<file path="config.mk">
export PLATFORM = sky130hd
export DESIGN_NAME = svid_rx
export DESIGN_NICKNAME = d
export VERILOG_FILES = /design/src/rtl/svid_pkg.sv /design/src/rtl/svid_sync.sv /design/src/rtl/svid_frame.sv /design/src/rtl/svid_rails.sv /design/src/rtl/svid_rx.sv
export SDC_FILE = /design/constraint.sdc
export NUM_CORES = 1
export LEC_CHECK = 0
export BUFFER_PORTS_ARGS = -buffer_cell sky130_fd_sc_hd__buf_2
export CORE_ASPECT_RATIO = 0.5
export CORE_MARGIN = 5
export CORE_UTILIZATION = 51
export DETAILED_ROUTE_END_ITERATION = 8
export GPL_ROUTABILITY_DRIVEN = 0
export PLACE_DENSITY = 0.73
export SYNTH_ARGS = -nofsm -noshare
export SYNTH_HDL_FRONTEND = slang
export SYNTH_SLANG_ARGS = --single-unit
</file>
<file path="constraint.sdc">
create_clock -name clk -period 1.9 [get_ports clk]
set_clock_uncertainty 0.2 [all_clocks]
set_input_delay 0.095 -clock clk [delete_from_list [all_inputs] [get_ports clk]]
set_output_delay 0.095 -clock clk [all_outputs]
set_load 0.1 [all_outputs]
</file>
<file path="src/rtl/svid_pkg.sv">
// Shared constants and types for the serial voltage-code receiver.
package svid_pkg;
    localparam int          CODE_W     = 7;
    localparam int          BYTE_W     = 8;
    localparam int          NRAIL      = 2;
    localparam logic [2:0]  ADDR_PFX   = 3'b110;
    localparam int          OFF_MIN    = 124;
    localparam int          CNT_W      = $clog2(BYTE_W + 1);

    typedef enum logic [2:0] {
        ST_IDLE,
        ST_ADDR,
        ST_ACK_A,
        ST_DATA,
        ST_ACK_D,
        ST_DONE
    } rx_state_t;
endpackage

</file>
<file path="src/rtl/svid_sync.sv">
// Two-or-more flop synchroniser with edge detection for one bus line.
// Assumes the line is idle-high; reset fills the chain with RST_VAL.
module svid_sync #(
    parameter int   STAGES  = 2,
    parameter logic RST_VAL = 1'b1
) (
    input  logic clk,
    input  logic rst_n,
    input  logic din,
    output logic lvl,
    output logic rise,
    output logic fall
);
    logic [STAGES:0] q;

    // Shift the asynchronous input through the chain; top bit holds the previous level.
    always_ff @(posedge clk) begin
        if (!rst_n) q <= {(STAGES+1){RST_VAL}};
        else        q <= {q[STAGES-1:0], din};
    end

    assign lvl  = q[STAGES-1];
    assign rise =  q[STAGES-1] & ~q[STAGES];
    assign fall = ~q[STAGES-1] &  q[STAGES];
endmodule

</file>
<file path="src/rtl/svid_frame.sv">
// Frame receiver: start/stop detection, address and data shifting, and
// acknowledge drive. Assumes synchronised line levels and edge pulses.
// Raises commit for one cycle when a stop follows a complete frame.
module svid_frame
    import svid_pkg::*;
(
    input  logic              clk,
    input  logic              rst_n,
    input  logic              scl_lvl,
    input  logic              scl_rise,
    input  logic              scl_fall,
    input  logic              sda_lvl,
    input  logic              sda_rise,
    input  logic              sda_fall,
    output logic              sda_pull,
    output logic              commit,
    output logic [NRAIL-1:0]  cmd_sel,
    output logic [BYTE_W-1:0] cmd_data
);
    rx_state_t         state;
    logic [BYTE_W-1:0] sr;
    logic [CNT_W-1:0]  cnt;
    logic              start_c;
    logic              stop_c;
    logic              full;

    assign start_c = sda_fall & scl_lvl;
    assign stop_c  = sda_rise & scl_lvl;
    assign full    = (cnt == CNT_W'(BYTE_W));

    // Frame sequencer: shifts bits, drives acknowledge, and commits on stop.
    always_ff @(posedge clk) begin
        if (!rst_n) begin
            state    <= ST_IDLE;
            sr       <= '0;
            cnt      <= '0;
            sda_pull <= 1'b0;
            commit   <= 1'b0;
            cmd_sel  <= '0;
            cmd_data <= '0;
        end else begin
            commit <= 1'b0;
            if (start_c) begin
                state    <= ST_ADDR;
                cnt      <= '0;
                sda_pull <= 1'b0;
            end else if (stop_c) begin
                commit   <= (state == ST_DONE);
                state    <= ST_IDLE;
                sda_pull <= 1'b0;
            end else begin
                case (state)
                    ST_ADDR, ST_DATA: begin
                        if (scl_rise && !full) begin
                            sr  <= {sr[BYTE_W-2:0], sda_lvl};
                            cnt <= cnt + 1'b1;
                        end else if (scl_fall && full) begin
                            if (state == ST_DATA) begin
                                cmd_data <= sr;
                                sda_pull <= 1'b1;
                                state    <= ST_ACK_D;
                            end else if (sr[BYTE_W-1 -: 3] == ADDR_PFX && !sr[0]) begin
                                cmd_sel  <= sr[2:1];
                                sda_pull <= 1'b1;
                                state    <= ST_ACK_A;
                            end else begin
                                state    <= ST_IDLE;
                            end
                        end
                    end
                    ST_ACK_A: if (scl_fall) begin
                        sda_pull <= 1'b0;
                        cnt      <= '0;
                        state    <= ST_DATA;
                    end
                    ST_ACK_D: if (scl_fall) begin
                        sda_pull <= 1'b0;
                        state    <= ST_DONE;
                    end
                    default: ;
                endcase
            end
        end
    end

    AST_PULL_ONLY_IN_ACK: assert property (@(posedge clk) disable iff (!rst_n)
        sda_pull |-> (state == ST_ACK_A || state == ST_ACK_D));
    AST_PULL_RELEASE_ON_FALL: assert property (@(posedge clk) disable iff (!rst_n)
        $fell(sda_pull) |-> $past(scl_fall || start_c || stop_c));
    AST_COMMIT_AFTER_FRAME: assert property (@(posedge clk) disable iff (!rst_n)
        commit |-> $past(state == ST_DONE));
    AST_COMMIT_PULSE: assert property (@(posedge clk) disable iff (!rst_n)
        commit |=> !commit);
endmodule

</file>
<file path="src/rtl/svid_rails.sv">
// Per-rail code registers, updated only on commit, plus the power-saving flag.
// Rail 0 is the core rail (select bit 1), rail 1 is auxiliary (select bit 0).
module svid_rails
    import svid_pkg::*;
(
    input  logic                          clk,
    input  logic                          rst_n,
    input  logic                          commit,
    input  logic [NRAIL-1:0]              cmd_sel,
    input  logic [BYTE_W-1:0]             cmd_data,
    output logic [NRAIL-1:0][CODE_W-1:0]  code_q,
    output logic [NRAIL-1:0]              off_q,
    output logic [NRAIL-1:0]              upd_q,
    output logic                          psave_q
);
    localparam logic [CODE_W-1:0] OFF_CODE = CODE_W'(OFF_MIN);

    genvar i;
    generate
        for (i = 0; i < NRAIL; i++) begin : g_rail
            logic hit;
            assign hit = commit & cmd_sel[NRAIL-1-i];

            // Load this rail's code and off flag when a committed command selects it.
            always_ff @(posedge clk) begin
                if (!rst_n) begin
                    code_q[i] <= '0;
                    off_q[i]  <= 1'b0;
                    upd_q[i]  <= 1'b0;
                end else begin
                    upd_q[i] <= hit;
                    if (hit) begin
                        code_q[i] <= cmd_data[CODE_W-1:0];
                        off_q[i]  <= (cmd_data[CODE_W-1:0] >= OFF_CODE);
                    end
                end
            end

            AST_CODE_MOVES_WITH_UPD: assert property (@(posedge clk) disable iff (!rst_n)
                !$stable(code_q[i]) |-> upd_q[i]);
            AST_UPD_ONE_CYCLE: assert property (@(posedge clk) disable iff (!rst_n)
                upd_q[i] |=> !upd_q[i]);
            AST_OFF_RANGE: assert property (@(posedge clk) disable iff (!rst_n)
                off_q[i] == (code_q[i] >= OFF_CODE));
        end
    endgenerate

    // Capture the inverted permission flag on any command that selects a rail.
    always_ff @(posedge clk) begin
        if (!rst_n)                    psave_q <= 1'b0;
        else if (commit && |cmd_sel)   psave_q <= ~cmd_data[BYTE_W-1];
    end
endmodule

</file>
<file path="src/rtl/svid_rx.sv">
// Top of the serial voltage-code receiver. Synchronises both bus lines,
// runs the frame receiver and holds the committed rail state.
// Assumes clk runs at least several times faster than the bus clock.
module svid_rx
    import svid_pkg::*;
#(
    parameter int SYNC_STAGES = 2
) (
    input  logic              clk,
    input  logic              rst_n,
    input  logic              scl_i,
    input  logic              sda_i,
    output logic              sda_pull_o,
    output logic [CODE_W-1:0] core_code_o,
    output logic [CODE_W-1:0] aux_code_o,
    output logic              core_off_o,
    output logic              aux_off_o,
    output logic              core_upd_o,
    output logic              aux_upd_o,
    output logic              psave_o
);
    logic [1:0] line_in, line_lvl, line_rise, line_fall;
    logic                          commit;
    logic [NRAIL-1:0]              cmd_sel;
    logic [BYTE_W-1:0]             cmd_data;
    logic [NRAIL-1:0][CODE_W-1:0]  code_q;
    logic [NRAIL-1:0]              off_q, upd_q;

    assign line_in = {sda_i, scl_i};

    genvar g;
    generate
        for (g = 0; g < 2; g++) begin : g_sync
            svid_sync #(.STAGES(SYNC_STAGES), .RST_VAL(1'b1)) u_sync (
                .clk  (clk),
                .rst_n(rst_n),
                .din  (line_in[g]),
                .lvl  (line_lvl[g]),
                .rise (line_rise[g]),
                .fall (line_fall[g])
            );
        end
    endgenerate

    svid_frame u_frame (
        .clk     (clk),
        .rst_n   (rst_n),
        .scl_lvl (line_lvl[0]),
        .scl_rise(line_rise[0]),
        .scl_fall(line_fall[0]),
        .sda_lvl (line_lvl[1]),
        .sda_rise(line_rise[1]),
        .sda_fall(line_fall[1]),
        .sda_pull(sda_pull_o),
        .commit  (commit),
        .cmd_sel (cmd_sel),
        .cmd_data(cmd_data)
    );

    svid_rails u_rails (
        .clk     (clk),
        .rst_n   (rst_n),
        .commit  (commit),
        .cmd_sel (cmd_sel),
        .cmd_data(cmd_data),
        .code_q  (code_q),
        .off_q   (off_q),
        .upd_q   (upd_q),
        .psave_q (psave_o)
    );

    assign core_code_o = code_q[0];
    assign aux_code_o  = code_q[1];
    assign core_off_o  = off_q[0];
    assign aux_off_o   = off_q[1];
    assign core_upd_o  = upd_q[0];
    assign aux_upd_o   = upd_q[1];

    AST_NO_DUAL_STROBE_WITHOUT_BOTH: assert property (@(posedge clk) disable iff (!rst_n)
        (core_upd_o && aux_upd_o) |-> $past(cmd_sel == 2'b11));
endmodule

</file>
Word level (Yosys, flattened, before mapping)
Cells that the tools add are included.
{"block": "totals", "regBits": 52, "inputBits": 4, "wordCells": 96}
{"block": "classes", "addsub": 1, "magnitude_cmp": 1, "eq_ne": 18, "n_mux": 18, "n_bitwise": 18, "reduce_logical": 23}
{"operator": "$mux W3", "n": 5}
{"operator": "$reduce_and A5 Y1", "n": 3}
{"operator": "$ne A4 B1 Y1 const B", "n": 3}
{"operator": "$ne A2 B1 Y1 const B", "n": 5}
{"operator": "$not A1 Y1", "n": 10}
{"operator": "$eq A3 B3 Y1 const B", "n": 3}
{"operator": "$pmux W3 S3", "n": 1}
{"operator": "$and A1 B1 Y1", "n": 8}
{"operator": "$mux W4", "n": 2}
{"operator": "$pmux W4 S2", "n": 1}
{"operator": "$reduce_and A4 Y1", "n": 2}
{"operator": "$reduce_or A2 Y1", "n": 4}
{"operator": "$ge A7 B7 Y1 const B", "n": 1}
{"operator": "$mux W1", "n": 7}
{"operator": "$reduce_and A7 Y1", "n": 1}
{"operator": "$eq A3 B2 Y1 const B", "n": 2}
{"operator": "$reduce_and A6 Y1", "n": 1}
{"operator": "$reduce_or A3 Y1", "n": 2}
{"operator": "$reduce_bool A5 Y1", "n": 1}
{"operator": "$add A4 B1 Y4 const B", "n": 1}
{"operator": "$eq A4 B4 Y1 const B", "n": 1}
{"operator": "$logic_and A1 B1 Y1", "n": 4}
{"operator": "$ne A4 B2 Y1 const B", "n": 1}
{"operator": "$reduce_bool A2 Y1", "n": 2}
{"operator": "other kinds (7)", "n": 8}

Longest topological paths before layout
Gate-level depths: netlist (run 1).
{"block": "logic_depth", "ltp_word": 9, "ltp_mapped": 8, "ltp_nobuf": 6}

Cells and area by module
A second synthesis (run 1) with hierarchy kept.
{"block": "unflattened", "cells_unflattened": 235, "area_unflattened_um2": 2318.5}
{"module": "svid_frame", "instances": 1, "cells_per_inst": 132, "area_per_inst_um2": 1267.5, "seq_area_each_um2": 540.5}
{"module": "svid_rails", "instances": 1, "cells_per_inst": 87, "area_per_inst_um2": 868.3, "seq_area_each_um2": 380.4}
{"module": "svid_sync", "instances": 2, "cells_per_inst": 8, "area_per_inst_um2": 91.3, "seq_area_each_um2": 60.1}

Worst setup path before layout (run 1)
Ideal clock, no wire load.
{"block": "synth_path", "path_kind": "reg-to-reg", "from": "register u_frame.cnt[0]", "to": "register u_frame.sr[0]", "setup_ps": 126, "t_arrival_ps": 1662, "required_ps": 1574, "slack_ps": -88, "stages_incl_launch_ff": 8, "n_path_buf": 1, "synth_period_minus_slack_ps": 1988, "cell_sequence": "dfxtp_1 > inv_1 > ha_1 > and3b_1 > buf_6 > nor4_4 > mux2i_1 > nor2_1"}
{"block": "synth_between", "elab_chain_cells": 4}
{"item": "start: declaration", "line_no": "svid_frame.sv:22", "rtl": "logic [CNT_W-1:0] cnt;"}
{"item": "start signal: assignment", "line_no": "svid_frame.sv:56", "rtl": "cnt <= cnt + 1'b1;"}
{"item": "$eq A4 B4 Y1", "line_no": "svid_frame.sv:29", "rtl": "assign full = (cnt == CNT_W'(BYTE_W));"}
{"item": "$logic_not A1 Y1", "line_no": "svid_frame.sv:54", "rtl": "if (scl_rise && !full) begin"}
{"item": "$logic_and A1 B1 Y1", "line_no": "svid_frame.sv:54"}
{"item": "$reduce_and A4 Y1 (no source line)"}
{"item": "end signal: assignment", "line_no": "svid_frame.sv:55", "rtl": "sr <= {sr[BYTE_W-2:0], sda_lvl};"}
{"item": "end: declaration", "line_no": "svid_frame.sv:21", "rtl": "logic [BYTE_W-1:0] sr;"}
No other way between the ends.
A chain may end at the register's enable or synchronous reset.

Final worst setup path (run 1)
{"block": "layout_path", "from": "register u_frame.cnt[1]", "to": "register u_frame.cnt[1]"}
{"block": "layout_between", "elab_chain_cells": 5, "word_cells_on_any_way": 8, "classes_between": "1 x add/sub; 2 x eq/ne; 2 x mux; 3 x reduce/logical"}
{"item": "parallel branches: the longest is 5 deep, another holds $add A4 B1 Y4"}
Parallel ways; which one is timed is not known. The select of a mux whose other input is x is not followed.

==> impl_results.md, run 1 <==
* Mean routed wirelength per cell at approximately 14 um
* Share of the synthesized area in the top cell type at 0.497
* Maximum clock insertion buffer count at 2
* Routed vias at roughly 1600
* R2R cell count at 6
* Final worst slack at 0.0663 ns
* Syn Nets at 232
* Hold path start: g_sync[0].u_sync.q[0]
* Avg Cell Area, Syn at slightly above 9 sq um
* Die Area at 5560 sq um
* CP Capture Type: flop
* TritonCTS clock tree: built
* Worst-path maximum fanout at 7
* Iteration-0 DRC Markers at 103
* Post-Place Setup Slack at -0.0630 ns
* Vias/cell at between 5 and 6
* R2r setup slk at roughly 0.066 ns
* Cell Count, Final, Fillers Out at 315
* Worst vdd ir at 412 uV
* Sequential Power Share at 0.606
* Status: finished, final reports clean
* Synth area leaders: dfxtp_1 50%, mux2i_1 9.1%, nand2_1 7.2%
* Yosys cell types at a little over 40
* Cells along the critical path: inv_2, ha_4, and3b_2, o22a_4, or3_1, a211oi_2
* Setup violators final at 0
* Psw at approximately 0.43 mW
* Sw frac at 0.235
* # DRC at 0
* Worst reg2reg path startpoint: u_frame.cnt[1]
* Total gr overflow at 0
* Internal at 1.39 mW
* Synth warnings at 0
* CP Data Required Time at 1.93 ns
* Setup TNS at 0 ns
* Post-route cell area at ~2500 sq um
* Vias in the first global route at about 1600
* Layout cells sized above 1 at 0.218
* Initial antenna violation count at 0
* Synth Instances at ~230
* Kind of critical path: reg -> reg
* Crit path buf inv count at 1
* RSZ-0062 raised after global routing: false
* Total track usage at 0.165
* Most frequent cells after synthesis: 52 x dfxtp_1, 40 x nand2_1, 23 x nor2_1, 19 x mux2i_1, 18 x a21oi_1
* Post-Place Cell Area at 2270 sq um
* Relative slew slack at 0.675
* Startpoint types: flop
* Final min period at approximately 1.8 ns
* Die Y-Extent at 55.3 um
* Placed insts at 300
* CTS H-Tree Depth at 2
* Chip width at 101 um
* Critical Path Max Stage Delay at 0.36 ns
* Pwr dens at 740 nW/um^2
* IO Port Bufs at 23
* Reg-to-Reg End: u_frame.cnt[1]
* DP HPWL at 2.96 mm
* Ys async rst share at 0
* First-pass GRT wire length at about 7.4 mm
* Worst Max-Slew Pin Slew at slightly below 0.5 ns
* Worst Hold Class: reg -> reg
* Pre-antenna DRT Iters at 4
* Leakage power at 0.931 nW
* Seq/Total Area, Yosys at 0.497
* Core Rows at 16
* Synthesized area at ~2100 sq um
* Finished Core Util at 0.627
* Io pins at 24
* Cell family with the largest share of critical-path delay: simple AND/OR/NAND/NOR gates
* Hold_ws at 0.221 ns
* Antenna-violating nets left at 0
* Hold path cells at 1
* Final slew viol count at 0
* Final WL at approximately 4.3 mm
* Max cap viols at 0
* CP max-delay cell: or3_1
* Comb power frac at 0.033
* Overall Power at roughly 1.8 mW
* Largest net degree at the start of global routing at 39
* Fin crit share at 0.965
* Area grow syn2layout at 17.5%
* Crit path DAT at around 1.9 ns
* Root Driver: clkbuf_8
* Worst-Skew Late Latency at between 0.3 and 0.4 ns
* Final #Nets at around 270
* Clk network pwr share at 0.361
* Ys flop type: dfxtp_1
* Final Hold Viols at 0
* Min-Delay Endpoint: g_sync[0].u_sync.q[1]
* # diodes at 0
* Initial Util at 0.533
* Number of synthesized flops with an enable pin at 0
* CORE AREA at between 3000 and 4000 sq um
* Yosys reg bits at 52
* Most instantiated library cell after synthesis: dfxtp_1
* Max Fclk at 545 MHz
* Clk sinks at between 50 and 60
* Synth area leader: dfxtp_1
* Cts bufs inserted at 5
* Clock-pin transition on the worst setup and hold timing paths at roughly 0.090 ns
==> state kept, by name, summed over array words and instances, names as in the netlist, 2 cells and up <==
register and count:
u_frame.cnt 4, u_frame.cmd_data 8, u_frame.sr 8, u_rails.off_q 2, u_rails.upd_q 2, u_frame.cmd_sel 2, u_rails.code_q 14, g_sync.u_sync.q 6
u_frame.state 3
==> power groups by stage <==
stage | sequential (mW) | combinational (mW) | clock, mW
after floorplan | 1.12 | 0.0437 | 0
after global placement | 1.13 | 0.0498 | 0
after detailed placement | 1.13 | 0.0513 | 0
after CTS | 1.10 | 0.0599 | 0.670
after global routing | 1.10 | 0.0664 | 0.732
final | 1.10 | 0.0603 | 0.657
==> cells by family (layout without fill, tap and decap cells) <==
kind of cell / after synthesis / in the layout / synth area share
adders and majority gates: 2 / 2 / 0.0120
xor gates and xnor gates: 2 / 2 / 0.00837
and+or+nand+nor: 98 / 98 / 0.234
muxes: 20 / 20 / 0.0962
AOI/OAI and AO/OA: 33 / 33 / 0.0944
buffers and inverters: 19 / 54 / 0.0574
DFF: 52 / 52 / 0.497
==> final cells by class <==
cell class,count,area (sq um)
inverters,6,22.5
well taps,54,67.6
clock buffers,5,68.8
flip-flops and latches,52,1040
fillers,335,1460
multi-input cells,155,962
clock inverters,3,27.5
repair buffers,40,268
==> placed cells by master, fill, tap and decap left out, drive strengths merged, types with 3 or more instances in the layout <==
| cell type | count |
|---|---|
| dfxtp | 52 |
| nand2 | 40 |
| buf | 35 |
| nor2 | 23 |
| mux2i | 19 |
| a21oi | 18 |
| nand2b | 9 |
| inv | 7 |
| o21ai | 6 |
| clkbuf | 5 |
| dlygate4sd3 | 5 |
| nand3 | 4 |
| nand3b | 3 |
| nor3 | 3 |
| or3 | 3 |
| nor3b | 3 |
==> layer usage <==
metal,GRT usage,wire (um),share of wire,up-vias
met5,0,0,0,-
met4,0.0365,48,0.011,0
met3,0.0578,151,0.035,6
met2,0.257,2010,0.47,28
met1,0.220,2050,0.48,785
li1,-,-,-,825
==> worst max-delay path by stage <==
stage,start,to,slack [ns],cells after the start
global route,u_frame.cnt[1],u_frame.cmd_data[2],0.003,6
CTS,u_frame.cnt[1],u_frame.cnt[1],0.0008,6
global placement,u_frame.cnt[1],u_frame.cnt[1],0.03,6
finish,u_frame.cnt[1],u_frame.cnt[1],0.07,6
detailed placement,u_frame.cnt[1],u_frame.cnt[1],-0.06,6
floorplan,u_frame.cnt[1],u_frame.sr[0],-0.08,7
==> what timing repair did <==
action                                  CTS  global route
endpoints found under the setup margin   11            13
hold buffers                              5             0
pin swaps                                 0             5
resized for setup                         3             4
setup buffers                             1             1
hold endpoints to repair                 11             0
Note: power is estimated with default switching activity, not from simulation.
==> inputs of run 2 (changes only) <==
Settings changed: ABC_CLOCK_PERIOD_IN_PS set to 1900, CORE_MARGIN 5 to 3, CORE_UTILIZATION 51 to 52, PLACE_DENSITY 0.73 to 0.74, SYNTH_HIERARCHICAL set to 1.
==> run 2 against run 1 <==
  * Sequential share of layout area down 2.8 points
  * Power rose by 5.6%
  * Largest power group unchanged
  * Clock power grew 16%
  * Sequential cell count stayed put
  * Non-clock buffer count fell by 3
  * Via count grew 4.6%
  * Largest cell class is now multi-input gates
  * Synthesized cell count grew 4.0%
  * Global-route usage is 0.32 points higher
  * Routed wire length is 2.7% higher
==> impl_results.md, run 2 <==
* Status: finished, final reports clean
* Worst Hold Class: reg -> reg
* Most instantiated library cell after synthesis: dfxtp_1
* Pwr dens at 729 nW/um^2 (-1.5%)
* Die Y-Extent at 53.2 um (-3.8%)
* CP Capture Type: flop
* Number of synthesized flops with an enable pin at 0 (unchanged)
* Layout cells sized above 1 at 0.261 (+0.0430)
* Crit path DAT at 1.82 ns (-0.04 ns)
* Cts bufs inserted at 5 (unchanged)
* # DRC at 0 (unchanged)
* Critical Path Max Stage Delay at 0.42 ns (+0.06 ns)
* Synth area leader: dfxtp_1
* First-pass GRT wire length at 7.03 mm (-5.1%)
* Total track usage at 0.168 (+0.00316)
* Commonest non-fill, non-tap cells in the layout: 49 x dfxtp_1, 23 x buf_2, 19 x nor2b_1, 19 x mux2i_1, 19 x nand3_1
* Die Area at 5340 sq um (-3.9%)
* Final slew viol count at 0 (unchanged)
* Mean routed wirelength per cell at 13.8 um (+1.8%)
* Ys flop type: dfxtp_1
* Avg Cell Area, Syn at 9.87 sq um (+6.5%)
* Vias/cell at 5.41 (+3.6%)
* Cell family with the largest share of critical-path delay: simple AND/OR/NAND/NOR gates
* Largest net degree at the start of global routing at 36 (-7.7%)
* Synth Instances at 235 (+4.0%)
* Maximum clock insertion buffer count at 2 (unchanged)
* Startpoint types: flop
* Synth area leaders: dfxtp_1 45%, mux2i_1 8.2%, nor2b_1 5.4%
* Most frequent cells after synthesis: 52 x dfxtp_1, 20 x nor2b_1, 19 x mux2i_1, 19 x nand3_1, 15 x nand2_1
* Fin crit share at 0.944 (-0.0210)
* Worst vdd ir at 398 uV (-3.4%)
* Max cap viols at 0 (unchanged)
* Final min period at 1.79 ns (-0.0399 ns)
* Vias in the first global route at 1505 (-5.5%)
* Most common cell after layout, fill and taps aside: dfxtp_1
* Initial antenna violation count at 0 (unchanged)
* Fillers at 352 (+5.1%)
* Antenna-violating nets left at 0 (unchanged)
* Synth warnings at 6 (+6)
* CP Data Required Time at 1.93 ns (about the same)
* Worst-path maximum fanout at 7 (unchanged)
* Share of the synthesized area in the top cell type at 0.449 (-0.0483)
* Max Fclk at 557 MHz (+2.2%)
* Iteration-0 DRC Markers at 57 (-45%)
* Top flop regs: u_rails/code_q (14), u_frame/cmd_data (8), u_frame/sr (8)
* Clk sinks at 52 (unchanged)
* Kind of critical path: reg -> reg
* Yosys reg bits at 52 (unchanged)
* Yosys cell types at 43 (+4.9%)
* Ys async rst share at 0 (unchanged)
* # diodes at 0 (unchanged)
* Initial Util at 0.568 (+0.0342)
* CTS H-Tree Depth at 2 (unchanged)
* Finished Core Util at 0.646 (+0.0186)
* Clock-pin transition on the worst setup and hold timing paths at 0.09 ns (about the same)
* Leakage power at 1.12 nW (+20%)
* Relative slew slack at 0.605 (-0.0703)
* RSZ-0062 raised after global routing: false
* Setup violators final at 0 (unchanged)
* CP max-delay cell: or4_1
* Chip width at 100 um (-0.17%)
* Area grow syn2layout at 13.7%
* Largest register by flop count: u_rails/code_q
* Io pins at 24 (unchanged)
* Final WL at 4.38 mm (+2.7%)
* Syn Nets at 241 (+3.9%)
* DP HPWL at 2.88 mm (-2.5%)
* Core Rows at 16 (unchanged)
* Synthesized area at 2320 sq um (+11%)
* Largest register FFs at 14 (unchanged)
* Final Hold Viols at 0 (unchanged)
* Cells along the critical path: nor2b_1, and3b_2, nand4_1, or4_1, a31oi_1
* Root Driver: clkbuf_8
* Worst Max-Slew Pin Slew at 0.585 ns (+0.0941 ns)
* Pre-antenna DRT Iters at 4 (unchanged)
* TritonCTS clock tree: built
* Routed vias at 1719 (+4.6%)
* Total gr overflow at 0 (unchanged)
* Final #Nets at 269 (+1.1%)
* Setup TNS at 0 ns (unchanged)
* Crit path buf inv count at 0 (-1)
* CORE AREA at 4080 sq um (+4.1%)
* Seq/Total Area, Yosys at 0.449 (-0.0483)
* IO Port Bufs at 23 (unchanged)
* Worst-Skew Late Latency at 0.30 ns (about the same)
[run 2: cell count changes after synthesis, sizes merged, moves of 4 or more]
cell / previous run / this run
and2: 2 / 6
buf: 6 / 14
nand3: 4 / 20
a21bo: 0 / 14
nand4: 1 / 5
clkbuf: 6 / 2
nor2b: 1 / 20
nand2: 40 / 15
nor2: 23 / 5
[run 2: cell type report]
class / count / area [sq um] / area share
clock inverter: 2 / 38.8 / 0.0147
timing repair buffer: 37 / 233 / 0.0883
inverter: 3 / 11.3 / 0.00427
sequential: 52 / 1040 / 0.396
clock buffer: 6 / 72.6 / 0.0275
tap: 54 / 67.6 / 0.0256
multi-input combinational: 164 / 1170 / 0.443
[run 2: path summary, 6_finish.rpt]
path                                              end  slack [ns]  depth (start not counted)             startpoint
worst max-delay path                   u_frame/cnt[3]        0.11                          5  g_sync[0].u_sync/q[1]
worst min-delay path            g_sync[0].u_sync/q[1]        0.21                          1  g_sync[0].u_sync/q[0]
worst max register to register         u_frame/cnt[3]        0.11                          5  g_sync[0].u_sync/q[1]
worst min register to register  g_sync[0].u_sync/q[1]        0.21                          1  g_sync[0].u_sync/q[0]
[run 2: metal layers]
metal / track usage / wire [um] / up-vias
met1: 0.222 / 2260 / 809
met4: 0.0336 / 19 / 0
li1: - / - / 874
met3: 0.0447 / 190 / 4
met2: 0.280 / 1910 / 32
met5: 0 / 0 / -
[run 2: timing repair]
item | in CTS | in global routing
buffers inserted | 0 | 1
endpoints found under the setup margin | 0 | 21
gates resized for setup | 0 | 9
hold buffers | 5 | 0
endpoints found under the hold margin | 5 | 0
[run 2: metrics by stage]
stage / hold WS [ns] / setup WS (ns) / instance area, sq um / power (mW) / instances
6_report: 0.214 / 0.106 / 2640 / 1.92 / 318
2_1_floorplan: -0.0320 / 0.139 / 2320 / 1.16 / 235
3_5_place_dp: 0.0784 / 0.0621 / 2440 / 1.18 / 304
4_1_cts: 0.218 / 0.0217 / 2600 / 1.94 / 317
5_1_grt: 0.228 / 0.00397 / 2640 / 1.98 / 318
3_3_place_gp: 0.0813 / 0.132 / 2440 / 1.18 / 304
[run 2: cell families after synthesis]
kind of cell / after synthesis / synth area share
fa+ha+maj: 2 / 0.0108
buf+inv: 19 / 0.0572
xor+xnor: 1 / 0.00378
simple gates: 95 / 0.243
compound gates: 46 / 0.149
mux: 20 / 0.0869
flops: 52 / 0.449
[run 2: where the power goes]
group          switching [mW]  internal, mW
registers             0.00605          1.10
clock network           0.361         0.398
logic                  0.0327        0.0278
total                   0.400          1.52
[run 2: worst reg2reg max path, cell delays in order, from the launching register on]
cell     delay (ns)
dfxtp_2        0.38
nor2b_1        0.15
and3b_2        0.27
nand4_1        0.14
or4_1          0.42
a31oi_1        0.18
==> inputs of run 3 (changes only) <==
==> constraint.sdc (replaced) <==
create_clock -name clk -period 1.9 [get_ports clk]
set_clock_uncertainty 0.2 [all_clocks]
set_input_delay 0.38 -clock clk [delete_from_list [all_inputs] [get_ports clk]]
set_output_delay 0.38 -clock clk [all_outputs]
set_load 0.1 [all_outputs]
==> run 3 against run 2 <==
  * Worst setup slack worse by 0.0033 ns
  * Clock power is 1% higher
  * Hold slack worse by 0.17 ns
  * Non-clock buffer count is 5 lower
  * Combinational power is 9.8% lower
  * Critical path type unchanged
  * Largest cell class unchanged
  * Largest power group unchanged
  * Highest routed layer unchanged
==> impl_results.md, run 3 (synthesis gave the netlist of run 2 again) <==
* Clk sinks at 52 (unchanged)
* CP Data Required Time at 1.93 ns (about the same)
* IO Port Bufs at 23 (unchanged)
* Worst reg2reg path startpoint: g_sync[0].u_sync/q[1]
* Largest register FFs at 14 (unchanged)
* Final min period at 1.80 ns (+0.00330 ns)
* Crit path DAT at 1.83 ns (about the same)
* Mean routed wirelength per cell at 13.9 um (+0.88%)
* Kind of critical path: reg -> reg
* TritonCTS clock tree: built
* # DRC at 0 (unchanged)
* Internal at 1.52 mW (-0.35%)
* Setup TNS at 0 ns (unchanged)
* DP HPWL at 2.93 mm (+1.6%)
* Final Hold Viols at 0 (unchanged)
* Top flop regs: u_rails/code_q (14), u_frame/cmd_data (8), u_frame/sr (8)
* Pwr dens at 744 nW/um^2 (+2.1%)
* Initial antenna violation count at 0 (unchanged)
* Commonest non-fill, non-tap cells in the layout: 49 x dfxtp_1, 23 x buf_2, 19 x nor2b_1, 19 x mux2i_1, 19 x nand3_1
* Root Driver: clkbuf_8
* Maximum clock insertion buffer count at 2 (unchanged)
* Setup violators final at 0 (unchanged)
* Final slew viol count at 0 (unchanged)
* Vias/cell at 5.50 (+1.7%)
* Antenna-violating nets left at 0 (unchanged)
* Chip width at 100 um (unchanged)
* Hold path cells at 2 (+1)
* Clk network pwr share at 0.399 (+0.004)
* Sequential Power Share at 0.572 (about the same)
* Sw frac at 0.212 (+0.00404)
* Io pins at 24 (unchanged)
* Final WL at 4.35 mm (-0.71%)
* Worst vdd ir at 358 uV (-10%)
* CORE AREA at 4080 sq um (unchanged)
* Total track usage at 0.174 (+0.00635)
* Layout cells sized above 1 at 0.266 (+0.00505)
* Vias in the first global route at 1529 (+1.6%)
* Worst-path maximum fanout at 7 (unchanged)
* Largest net degree at the start of global routing at 36 (unchanged)
* Die Y-Extent at 53.2 um (unchanged)
* GR met2 Demand/Resource at 0.281 (+0.00110)
* Startpoint types: flop
* Worst Max-Slew Pin Slew at 0.559 ns (-0.0260 ns)
* Initial Util at 0.568 (unchanged)
* Max Fclk at 556 MHz (-0.18%)
* CP Capture Type: flop
* CTS H-Tree Depth at 2 (unchanged)
* Post-route cell area at 2590 sq um (-1.9%)
* Hold path start: sda_i
* Hold-fix buffers, CTS at 0 (-5)
* Cts bufs inserted at 5 (unchanged)
* Psw at 0.408 mW (+2.1%)
* GR Util met3 at 0.0434 (-0.00132)
* Leakage power at 1.10 nW (-1.7%)
* Area grow syn2layout at 11.5%
* Routed vias at 1721 (+0.12%)
* Worst Hold Class: in -> reg
* Min-Delay Endpoint: g_sync[1].u_sync/q[0]
* Fin crit share at 0.946 (+0.00174)
* Cell Count, Final, Fillers Out at 313 (-1.6%)
* Reg-to-Reg End: u_frame/cnt[3]
* Status: finished, final reports clean
* Most common cell after layout, fill and taps aside: dfxtp_1
* Comb power frac at 0.028 (-0.003)
* Largest register by flop count: u_rails/code_q
* R2r setup slk at 0.10 ns (about the same)
* Total gr overflow at 0 (unchanged)
* R2R cell count at 5 (unchanged)
* Iteration-0 DRC Markers at 49 (-14%)
* Post-Place Cell Area at 2450 sq um (+0.31%)
* Worst-Skew Late Latency at 0.31 ns (about the same)
* Relative slew slack at 0.627 (+0.0223)
* Most Crowded Layer GR: met2
* Max cap viols at 0 (unchanged)
* Core Rows at 16 (unchanged)
* GR Util met1 at 0.226 (+0.00399)
* First-pass GRT wire length at 7.14 mm (+1.6%)
* # diodes at 0 (unchanged)
* RSZ-0062 raised after global routing: false
* Clock-pin transition on the worst setup and hold timing paths at 0.09 ns (about the same)
* Pre-antenna DRT Iters at 4 (unchanged)
* Final #Nets at 264 (-1.9%)
* Placed insts at 305 (+0.33%)
* Die Area at 5340 sq um (unchanged)
[run 3: changes by cell type in the layout (fill, tap and decap cells not counted), sizes merged]
cell | before | now
dlygate4sd3 | 5 | 0
[run 3: worst max path at each step]
stage,endpoint,start,slack [ns],cells past startpoint
2_1_floorplan,u_frame/cmd_sel[0],g_sync[0].u_sync/q[1],0.14,5
3_3_place_gp,u_frame/cmd_sel[0],u_frame/cnt[0],0.13,6
3_5_place_dp,u_frame/cmd_data[5],u_frame/cnt[0],0.06,6
4_1_cts,u_frame/cnt[3],g_sync[0].u_sync/q[1],0.04,5
5_1_grt,u_frame/cnt[3],g_sync[0].u_sync/q[1],0.01,5
6_report,u_frame/cnt[3],g_sync[0].u_sync/q[1],0.10,5
[run 3: area by class of cell]
type                       count  area, sq um
multi-input combinational    164         1170
sequential                    52         1040
fill                         356         1500
inverter                       3         11.3
clock inverter                 2         38.8
tap                           54         67.6
clock buffer                   6         72.6
timing repair buffer          32          183
[run 3: power groups by stage]
stage	combinational (mW)	clock (mW)	sequential [mW]
after floorplan	0.0388	0	1.12
after global placement	0.0520	0	1.13
after detailed placement	0.0530	0	1.13
after CTS	0.0535	0.794	1.10
after global routing	0.0602	0.827	1.10
final	0.0546	0.768	1.10
[run 3: through the flow]
step                      total power, mW  utilization  hold slack [ns]  setup WS (ns)
after floorplan                      1.16            -            0.186          0.139
after global placement               1.18        0.599            0.188          0.134
after detailed placement             1.18        0.599            0.202         0.0647
after CTS                            1.95        0.627           0.0404         0.0395
after global routing                 1.99        0.633           0.0498         0.0125
final                                1.92        0.633           0.0476          0.103
[run 3: per-layer routing]
metal / wire length (um) / part of all wire
met1: 2180 / 0.50
met2: 1850 / 0.43
met3: 261 / 0.060
met4: 45 / 0.010
met5: 0 / 0
[run 3: what timing repair did]
action,in CTS,in global routing
setup buffers,0,0
gates resized for setup,0,9
endpoints found under the setup margin,0,18
[run 3: worst max-delay path, cell delays in order (launching register included)]
cell and delay (ns):
dfxtp_2 0.39, nor2b_1 0.14, and3b_2 0.27, nand4_1 0.12, or4_1 0.40, a31oi_1 0.20
